### config.mk
export PLATFORM = sky130hd
export DESIGN_NAME = phy_evt_irq_unit
export DESIGN_NICKNAME = d
export VERILOG_FILES = /design/src/rtl/phy_evt_pkg.sv /design/src/rtl/phy_evt_status_bank.sv /design/src/rtl/phy_evt_mask_reg.sv /design/src/rtl/phy_evt_irq_gen.sv /design/src/rtl/phy_evt_irq_unit.sv
export SDC_FILE = /design/constraint.sdc
export NUM_CORES = 1
export LEC_CHECK = 0
export CAP_MARGIN = 10
export CORE_MARGIN = 1.5
export CORE_UTILIZATION = 45
export DETAILED_ROUTE_END_ITERATION = 10
export HOLD_SLACK_MARGIN = 0.06
export PLACE_DENSITY = 0.78
export SLEW_MARGIN = 20
export SYNTH_ARGS = -nofsm -noshare
export SYNTH_HDL_FRONTEND = slang
export SYNTH_SLANG_ARGS = --single-unit
### constraint.sdc
create_clock -name clk -period 1.78 [get_ports clk]
set_clock_uncertainty 0.15 [all_clocks]
set_input_delay 0.356 -clock clk [delete_from_list [all_inputs] [get_ports clk]]
set_output_delay 0.356 -clock clk [all_outputs]
set_load 0.005 [all_outputs]
### src/rtl/phy_evt_pkg.sv
package phy_evt_pkg;
   localparam int unsigned EVT_W_DEF = 16;

   // bit positions of the event vector
   localparam int unsigned B_LINK      = 0;
   localparam int unsigned B_SPEED     = 1;
   localparam int unsigned B_DUPLEX    = 2;
   localparam int unsigned B_MDIX      = 3;
   localparam int unsigned B_POLARITY  = 4;
   localparam int unsigned B_DOWNSPEED = 5;
   localparam int unsigned B_AN_DONE   = 10;
   localparam int unsigned B_AN_ERR    = 11;
   localparam int unsigned B_NP_TX     = 12;
   localparam int unsigned B_NP_RX     = 13;
   localparam int unsigned B_MS_ERR    = 14;
   localparam int unsigned B_WAKE      = 15;

   // implemented bits: 0..5 and 10..15, reserved 6..9
   localparam logic [EVT_W_DEF-1:0] IMPL_DEF = 16'hFC3F;
   // common enable set: link state plus downspeed
   localparam logic [EVT_W_DEF-1:0] TYPICAL_ENABLE = 16'h0021;

   typedef enum logic [1:0] {
      SEL_NONE   = 2'd0,
      SEL_MASK   = 2'd1,
      SEL_STATUS = 2'd2
   } reg_sel_e;
endpackage

### src/rtl/phy_evt_status_bank.sv
module phy_evt_status_bank #(
   parameter int unsigned      EVT_W     = 16,
   parameter logic [EVT_W-1:0] IMPL_MASK = '1
) (
   input  logic             clk,
   input  logic             rst_n,
   input  logic [EVT_W-1:0] evt_i,
   input  logic             clr_i,
   output logic [EVT_W-1:0] status_o
);
   for (genvar b = 0; b < EVT_W; b++) begin : g_bit
      if (IMPL_MASK[b]) begin : g_impl
         logic pend_q;
         // a new pulse wins over the clear so nothing is lost
         always_ff @(posedge clk) begin
            if (!rst_n)        pend_q <= 1'b0;
            else if (evt_i[b]) pend_q <= 1'b1;
            else if (clr_i)    pend_q <= 1'b0;
         end
         assign status_o[b] = pend_q;
      end else begin : g_rsvd
         logic unused_evt;
         assign unused_evt  = evt_i[b];
         assign status_o[b] = 1'b0;
      end
   end
endmodule

### src/rtl/phy_evt_mask_reg.sv
module phy_evt_mask_reg #(
   parameter int unsigned      EVT_W     = 16,
   parameter logic [EVT_W-1:0] IMPL_MASK = '1
) (
   input  logic             clk,
   input  logic             rst_n,
   input  logic             wr_en,
   input  logic [EVT_W-1:0] wdata,
   output logic [EVT_W-1:0] mask_o
);
   logic [EVT_W-1:0] mask_q;

   always_ff @(posedge clk) begin
      if (!rst_n)     mask_q <= '0;
      else if (wr_en) mask_q <= wdata & IMPL_MASK;
   end

   assign mask_o = mask_q;
endmodule

### src/rtl/phy_evt_irq_gen.sv
module phy_evt_irq_gen #(
   parameter int unsigned EVT_W      = 16,
   parameter bit          REGISTERED = 1'b1
) (
   input  logic             clk,
   input  logic             rst_n,
   input  logic [EVT_W-1:0] status_i,
   input  logic [EVT_W-1:0] mask_i,
   output logic             irq_o
);
   logic any_enabled;
   assign any_enabled = |(status_i & mask_i);

   if (REGISTERED) begin : g_reg
      logic irq_q;
      always_ff @(posedge clk) begin
         if (!rst_n) irq_q <= 1'b0;
         else        irq_q <= any_enabled;
      end
      assign irq_o = irq_q;
   end else begin : g_comb
      logic unused_clk;
      assign unused_clk = clk ^ rst_n;
      assign irq_o      = any_enabled;
   end
endmodule

### src/rtl/phy_evt_irq_unit.sv
module phy_evt_irq_unit #(
   parameter int unsigned      EVT_W          = phy_evt_pkg::EVT_W_DEF,
   parameter logic [EVT_W-1:0] IMPL_MASK      = phy_evt_pkg::IMPL_DEF,
   parameter int unsigned      ADDR_W         = 5,
   parameter int unsigned      MASK_ADDR      = 4,
   parameter int unsigned      STAT_ADDR      = 5,
   parameter bit               IRQ_REGISTERED = 1'b1
) (
   input  logic              clk,
   input  logic              rst_n,
   input  logic [EVT_W-1:0]  evt_i,
   input  logic [ADDR_W-1:0] reg_addr,
   input  logic              reg_wr,
   input  logic              reg_rd,
   input  logic [EVT_W-1:0]  reg_wdata,
   output logic [EVT_W-1:0]  reg_rdata,
   output logic              irq_o
);
   import phy_evt_pkg::*;

   localparam int unsigned ADDR_SPAN = 1 << ADDR_W;

   // elaboration-time parameter checks
   if (EVT_W < 1 || EVT_W > 32) begin : g_bad_width
      $error("phy_evt_irq_unit: EVT_W out of range");
   end
   if (MASK_ADDR == STAT_ADDR) begin : g_bad_alias
      $error("phy_evt_irq_unit: mask and status share an address");
   end
   if (MASK_ADDR >= ADDR_SPAN || STAT_ADDR >= ADDR_SPAN) begin : g_bad_addr
      $error("phy_evt_irq_unit: register address exceeds ADDR_W");
   end

   reg_sel_e         sel;
   logic             clr_status;
   logic             wr_mask;
   logic [EVT_W-1:0] status_q;
   logic [EVT_W-1:0] mask_q;
   logic [EVT_W-1:0] rdata_q;

   always_comb begin
      if (reg_addr == ADDR_W'(MASK_ADDR))      sel = SEL_MASK;
      else if (reg_addr == ADDR_W'(STAT_ADDR)) sel = SEL_STATUS;
      else                                     sel = SEL_NONE;
   end

   assign clr_status = reg_rd && (sel == SEL_STATUS);
   assign wr_mask    = reg_wr && (sel == SEL_MASK);

   phy_evt_status_bank #(.EVT_W(EVT_W), .IMPL_MASK(IMPL_MASK)) u_status (
      .clk      (clk),
      .rst_n    (rst_n),
      .evt_i    (evt_i),
      .clr_i    (clr_status),
      .status_o (status_q)
   );

   phy_evt_mask_reg #(.EVT_W(EVT_W), .IMPL_MASK(IMPL_MASK)) u_mask (
      .clk    (clk),
      .rst_n  (rst_n),
      .wr_en  (wr_mask),
      .wdata  (reg_wdata),
      .mask_o (mask_q)
   );

   phy_evt_irq_gen #(.EVT_W(EVT_W), .REGISTERED(IRQ_REGISTERED)) u_irq (
      .clk      (clk),
      .rst_n    (rst_n),
      .status_i (status_q),
      .mask_i   (mask_q),
      .irq_o    (irq_o)
   );

   // read data captures the pre-clear status value
   always_ff @(posedge clk) begin
      if (!rst_n) rdata_q <= '0;
      else if (reg_rd) begin
         unique case (sel)
            SEL_MASK:   rdata_q <= mask_q;
            SEL_STATUS: rdata_q <= status_q;
            default:    rdata_q <= '0;
         endcase
      end
   end

   assign reg_rdata = rdata_q;
endmodule

==> qor.csv, run 1 <==
stage,metric,value,unit
worst_setup_path,crit_chain,clkdlybuf4s50_1 -> or4b_4 -> o21ai_0 -> a21oi_1,
worst_setup_path,path_class,in2reg,
layout,drive_above_1_share,0.1411,
synth,synth_cells,189,
synth,yosys.area.top_type,dfxtp_1,
power_and_ir_drop,power.density,717.8,nW/um^2
floorplanning,io_pins,58,
route,wirelength,4.017,mm
clocking,clkLatencyLatePin,0.29,ns
floorplanning,die_x,64.02,um
timing,post-route-period-util,0.9763,
worst_setup_path,cp_slowest_cell,or4b_4,
synth,yosysWarnings,0,
clocking,clockBufferDepth,2,
synth,synth_area_leaders,"dfxtp_1, mux2_2, a21oi_1",
floorplanning,die_area,4098,um^2
route,drtIter0Drc,61,
layout,fillers,313,
synth,yosysTopAreaCellShare,0.4421,
global_routing,globalRouteTotalUtil,0.2171,
timing,setup_viol,0,
worst_setup_path,r2r_slack,0.54,ns
clocking,clkTransAtPathRegs,0.07,ns
timing,fmax,575.4,MHz
timing,tns,0,ns
global_routing,grt_max_degree,25,
synth,ys_types,22,
synth,yosysSeqAreaShare,0.4421,
route,vias_per_cell,5.331,
worst_setup_path,worst-path-max-fanout,12,
synth,synth_seq_cells,37,
worst_setup_path,arrival,1.76,ns
placement,hpwl,2.825,mm
route,vias,1530,
clocking,cts_root_buffer,clkbuf_8,
clocking,clock_sinks,37,
route,drt_pre_antenna_iters,4,
layout,area_growth,36.44,%
synth,synthesis.area,1675,um^2
route,drc,0,
worst_setup_path,max_stage_delay,0.65,ns
worst_setup_path,worstPathRequired,1.81,ns
floorplanning,die_h,64.02,um
global_routing,grt_pass1_wl,6.810,mm
global_routing,grt_antenna_before_repair,0,
floorplanning,num_rows,21,
layout,final-seq-area,740.7,um^2
global_routing,gr-total-overflow,0,
layout,post-route-util,0.6641,
clocking,cts_made_buffers,5,
layout,diodes,0,
placement,gp_congestion,0.8367,
placement,io_buffers,45,
clocking,htreeDepth,2,
power_and_ir_drop,vdd_drop_max,0.5165,mV
timing,slew_viol_final,0,
timing,hold_ws,0.3168,ns
worst_setup_path,worstSetupStartpointType,input port,
power_and_ir_drop,p_leak,0.8505,nW
route,drt-wirelength-per-cell,14.00,um
timing,rsz0062_at_grt,no,
global_routing,grt_pass1_vias,1509,
status,status,finished clean,
synth,syn-mean-instance-area,8.864,um^2
timing,period_needed,1.738,ns
timing,hold_viol_final,0,
worst_setup_path,crit_path_end_kind,flop,
flow_run,drv_cap,0,
layout,nNetsFinal,281,
floorplanning,start_util,0.4867,
layout,multiInputGateArea,778.2,um^2
clocking,tritoncts,built,
route,ant_nets,0,
floorplanning,core,3442,um^2
min_path,hold_path.class,reg2reg,
==> placed cells by master, fill, tap and decap left out <==
master / count
or4b_4: 1
nand3_1: 24
a22o_1: 3
a221oi_1: 3
conb_1: 4
nor2b_1: 1
and2_4: 1
clkdlybuf4s50_1: 45
a21oi_1: 24
o21ai_1: 11
inv_1: 13
buf_4: 12
clkbuf_1: 3
a31oi_1: 13
clkbuf_8: 5
dfxtp_1: 37
nand2b_1: 13
mux2_2: 12
o21ai_0: 13
buf_12: 2
nor4b_4: 1
==> critical path, delay by kind of cell <==
family / cells / cell delay [ns]
buffers and inverters: 1 / 0.45
and+or+nand+nor: 1 / 0.65
AOI/OAI and AO/OA: 2 / 0.30
==> repair_timing <==
item                                    CTS  global route
buffers inserted                          0             1
hold buffers                              0             0
gates resized for setup                   0             1
endpoints found under the setup margin    0             9
==> logic make-up (layout without fill, tap and decap cells) <==
kind of cell | after synthesis | after routing | synth area share
DFF | 37 | 37 | 0.4421
other | 1 | 4 | 0.002238
buffers and inverters | 31 | 80 | 0.1001
and+or+nand+nor | 41 | 41 | 0.1516
AOI/OAI and AO/OA | 67 | 67 | 0.2233
muxes | 12 | 12 | 0.08066
==> metrics by stage <==
stage | total power, mW | std cells | worst slack (ns) | instance area (um^2)
6_report | 1.641 | 287 | 0.04211 | 2286
5_1_grt | 1.727 | 287 | 0.002115 | 2286
4_1_cts | 1.647 | 286 | 0.05145 | 2278
3_5_place_dp | 1.099 | 278 | -0.2496 | 2198
3_3_place_gp | 1.095 | 278 | -0.2307 | 2198
2_1_floorplan | 0.9819 | 192 | 0.2862 | 1687
==> layer usage <==
layer	share of wire	global-route usage
met3	0.050	0.07218
met4	0.015	0.08424
met5	0	0
met2	0.50	0.3737
met1	0.43	0.2462
==> state kept, by name (all words and copies together), names as in the netlist <==
signal and cells:
u_mask.mask_o 12, u_status.g_bit.g_impl.pend_q 12, reg_rdata 12, u_irq.irq_o 1
==> where the power goes <==
group / switching (mW) / total, mW / internal (mW)
clock: 0.277 / 0.555 / 0.278
combinational: 0.0890 / 0.215 / 0.126
sequential: 0.0195 / 0.871 / 0.851
total: 0.386 / 1.64 / 1.26
==> final timing paths <==
kind,startpoint,cells past startpoint,to
max,reg_addr[4],4,u_mask.mask_o[1]
min,reg_rdata[1],2,reg_rdata[1]
max reg2reg,u_mask.mask_o[10],3,u_irq.irq_o
min reg2reg,reg_rdata[1],2,reg_rdata[1]
==> Yosys cell counts (all sizes together) <==
library cell	instances
a21oi	24
a221oi	3
a22o	3
a31oi	13
and2	1
buf	12
clkbuf	6
conb	1
dfxtp	37
inv	13
mux2	12
nand2b	13
nand3	24
nor2b	1
nor4b	1
o21ai	24
or4b	1
==> layout make-up <==
type | count | area share
multi-input combinational | 124 | 0.3404
sequential | 37 | 0.3240
timing repair buffer | 59 | 0.2540
clock buffer | 8 | 0.03503
tap | 46 | 0.02518
inverter | 13 | 0.02135
Power figures use the tool's default switching activity.
==> inputs of run 2 (changes only) <==
Settings changed: CORE_UTILIZATION 45 to 46, CTS_BUF_LIST from default to sky130_fd_sc_hd__clkbuf_8, PLACE_DENSITY 0.78 to 0.79.
==> run 2 against run 1 <==
Against the previous run:
- sequential power about the same
- core utilization up 0.36 points
- critical path type unchanged
- sequential cell count unchanged
- hold slack about the same
- count of clock-buffer cells in the layout down 3
- sequential share of layout area up 0.071 points
- non-clock buffer count up 1
- global-route usage down 1.4 points
- worst setup slack better by 0.011 ns
- routed wire length down 6.0%
==> qor.csv, run 2 (synthesis results as in run 1) <==
stage,metric,value,unit,change
clocking,tritoncts,built,,
min_path,holdCritStartpoint,reg_rdata[0],,
placement,gp_congestion,0.8430,,+0.75%
route,ant_nets,0,,unchanged
route,drtIter0Drc,53,,-13%
layout,diodes,0,,unchanged
worst_setup_path,r2r-end,u_irq.irq_o,,
worst_setup_path,arrival,1.76,ns,about the same
timing,rsz0062_at_grt,no,,
global_routing,gr-total-overflow,0,,unchanged
worst_setup_path,path_class,in2reg,,
layout,final-instance-count-excl-fill,288,,+0.35%
layout,nNetsFinal,282,,+0.36%
flow_run,drv_cap,0,,unchanged
placement,hpwl,2.780,mm,-1.6%
floorplanning,die_h,63.35,um,-1.0%
route,wirelength,3.775,mm,-6.0%
power_and_ir_drop,p_leak,0.8623,nW,+1.4%
clocking,cts_setup_buffers,0,,unchanged
min_path,hold_end,reg_rdata[0],,
power_and_ir_drop,power.density,709.8,nW/um^2,-1.1%
worst_setup_path,worstSetupStartpointType,input port,,
floorplanning,num_rows,21,,unchanged
power_and_ir_drop,vdd_drop_max,0.5158,mV,-0.13%
global_routing,grt_pass1_wl,6.437,mm,-5.5%
worst_setup_path,r2r_slack,0.55,ns,about the same
timing,post-route-period-util,0.9701,,-0.006194
worst_setup_path,crit_path_end_kind,flop,,
route,drc,0,,unchanged
clocking,clock_sinks,37,,unchanged
clocking,clkTransAtPathRegs,0.07,ns,about the same
timing,finalWorstSetupSlack,0.05314,ns,+0.01103 ns
timing,hold_viol_final,0,,unchanged
route,vias_per_cell,5.222,,-2.0%
layout,layout_common_cells,"clkdlybuf4s50_1, dfxtp_1, nand3_1, a21oi_1, inv_1",,
route,drt_pre_antenna_iters,4,,unchanged
clocking,cts_made_buffers,5,,unchanged
floorplanning,start_util,0.4905,,+0.003744
min_path,hold_path.class,reg2reg,,
route,drt-wirelength-per-cell,13.11,um,-6.4%
min_path,hold_path_depth,2,,unchanged
layout,area_growth,36.15,%,
timing,tns,0,ns,unchanged
timing,period_needed,1.727,ns,-0.01103 ns
global_routing,grt_antenna_before_repair,0,,unchanged
clocking,htreeDepth,2,,unchanged
clocking,clockBufferDepth,2,,unchanged
floorplanning,die_x,63.35,um,-1.0%
floorplanning,die_area,4013,um^2,-2.1%
global_routing,globalRouteTotalUtil,0.2033,,-0.01374
timing,setup_viol,0,,unchanged
worst_setup_path,max_stage_delay,0.65,ns,about the same
floorplanning,core,3416,um^2,-0.76%
clocking,cts_root_buffer,clkbuf_8,,
timing,slew_viol_final,0,,unchanged
floorplanning,io_pins,58,,unchanged
worst_setup_path,r2r-start,u_mask.mask_o[10],,
route,vias,1504,,-1.7%
timing,hold_ws,0.3169,ns,+0.0001510 ns
worst_setup_path,worstPathRequired,1.81,ns,about the same
worst_setup_path,worst-path-max-fanout,12,,unchanged
placement,pre_cts_slack,-0.2341,ns,+0.01555 ns
timing,fmax,579.1,MHz,+0.64%
placement,io_buffers,45,,unchanged
placement,placed_cells,280,,+0.72%
worst_setup_path,reg2regPathDepth,3,,unchanged
global_routing,grt_pass1_vias,1394,,-7.6%
clocking,clkLatencyLatePin,0.29,ns,about the same
clocking,cts_hold_buffers,0,,unchanged
layout,layout_commonest_cell,clkdlybuf4s50_1,,
worst_setup_path,cp_slowest_cell,or4b_4,,
global_routing,grt_max_degree,17,,-32%
worst_setup_path,crit_chain,clkdlybuf4s50_1 -> or4b_4 -> o21ai_0 -> a21oi_1,,
layout,drive_above_1_share,0.1446,,+0.003549
status,status,finished clean,,
-- run 2: cell count changes in the layout (fill, tap and decap cells not counted), sizes merged --
| cell | previous run | this run |
|---|---|---|
| inv | 13 | 16 |
| buf | 14 | 15 |
| clkbuf | 8 | 5 |
-- run 2: repair_timing --
action,in CTS,in global routing
resized for setup,0,1
hold endpoints to repair,0,0
setup endpoints to repair,0,1
-- run 2: metrics by stage --
step | instance area [um^2] | total power, mW | utilization
5_1_grt | 2281 | 1.691 | 0.6678
2_1_floorplan | 1687 | 0.9819 | -
3_3_place_gp | 2201 | 1.095 | 0.6443
6_report | 2281 | 1.619 | 0.6678
4_1_cts | 2281 | 1.630 | 0.6678
3_5_place_dp | 2201 | 1.098 | 0.6443
-- run 2: power by group --
| group | total [mW] | internal (mW) | switching, mW | leakage [nW] |
|---|---|---|---|---|
| Sequential | 0.870 | 0.851 | 0.0184 | 0.302 |
| Clock | 0.537 | 0.260 | 0.277 | 0.0519 |
| Combinational | 0.212 | 0.126 | 0.0863 | 0.508 |
| Total | 1.62 | 1.24 | 0.381 | 0.862 |
-- run 2: how the worst max path moves through the flow --
stage	startpoint	endpoint	slack [ns]	depth (start not counted)
detailed placement	reg_addr[1]	u_mask.mask_o[1]	-0.23	4
floorplan	reg_addr[1]	u_mask.mask_o[10]	0.29	4
CTS	reg_addr[1]	u_mask.mask_o[0]	0.06	4
finish	reg_addr[1]	u_mask.mask_o[0]	0.05	4
global placement	reg_addr[1]	u_mask.mask_o[1]	-0.21	4
global route	reg_addr[1]	u_mask.mask_o[12]	0.04	4
-- run 2: cell type report --
class                   instances  area, um^2
clock inverters                 3       11.26
inverters                      13       48.80
multi-input cells             124       778.2
repair buffers                 60       575.6
well taps                      46       57.56
fillers                       288        1135
clock buffers                   5       68.82
flip-flops and latches         37       740.7
-- run 2: critical path, delay by kind of cell --
family / cells / cell delay [ns]
compound gates: 2 / 0.28
simple gates: 1 / 0.65
buf+inv: 1 / 0.46
-- run 2: layer usage --
layer | up-vias | global-route usage | share of wire
met1 | 699 | 0.2522 | 0.44
li1 | 769 | - | -
met5 | - | 0 | 0
met3 | 6 | 0.06786 | 0.042
met2 | 30 | 0.3355 | 0.50
met4 | 0 | 0.05707 | 0.013
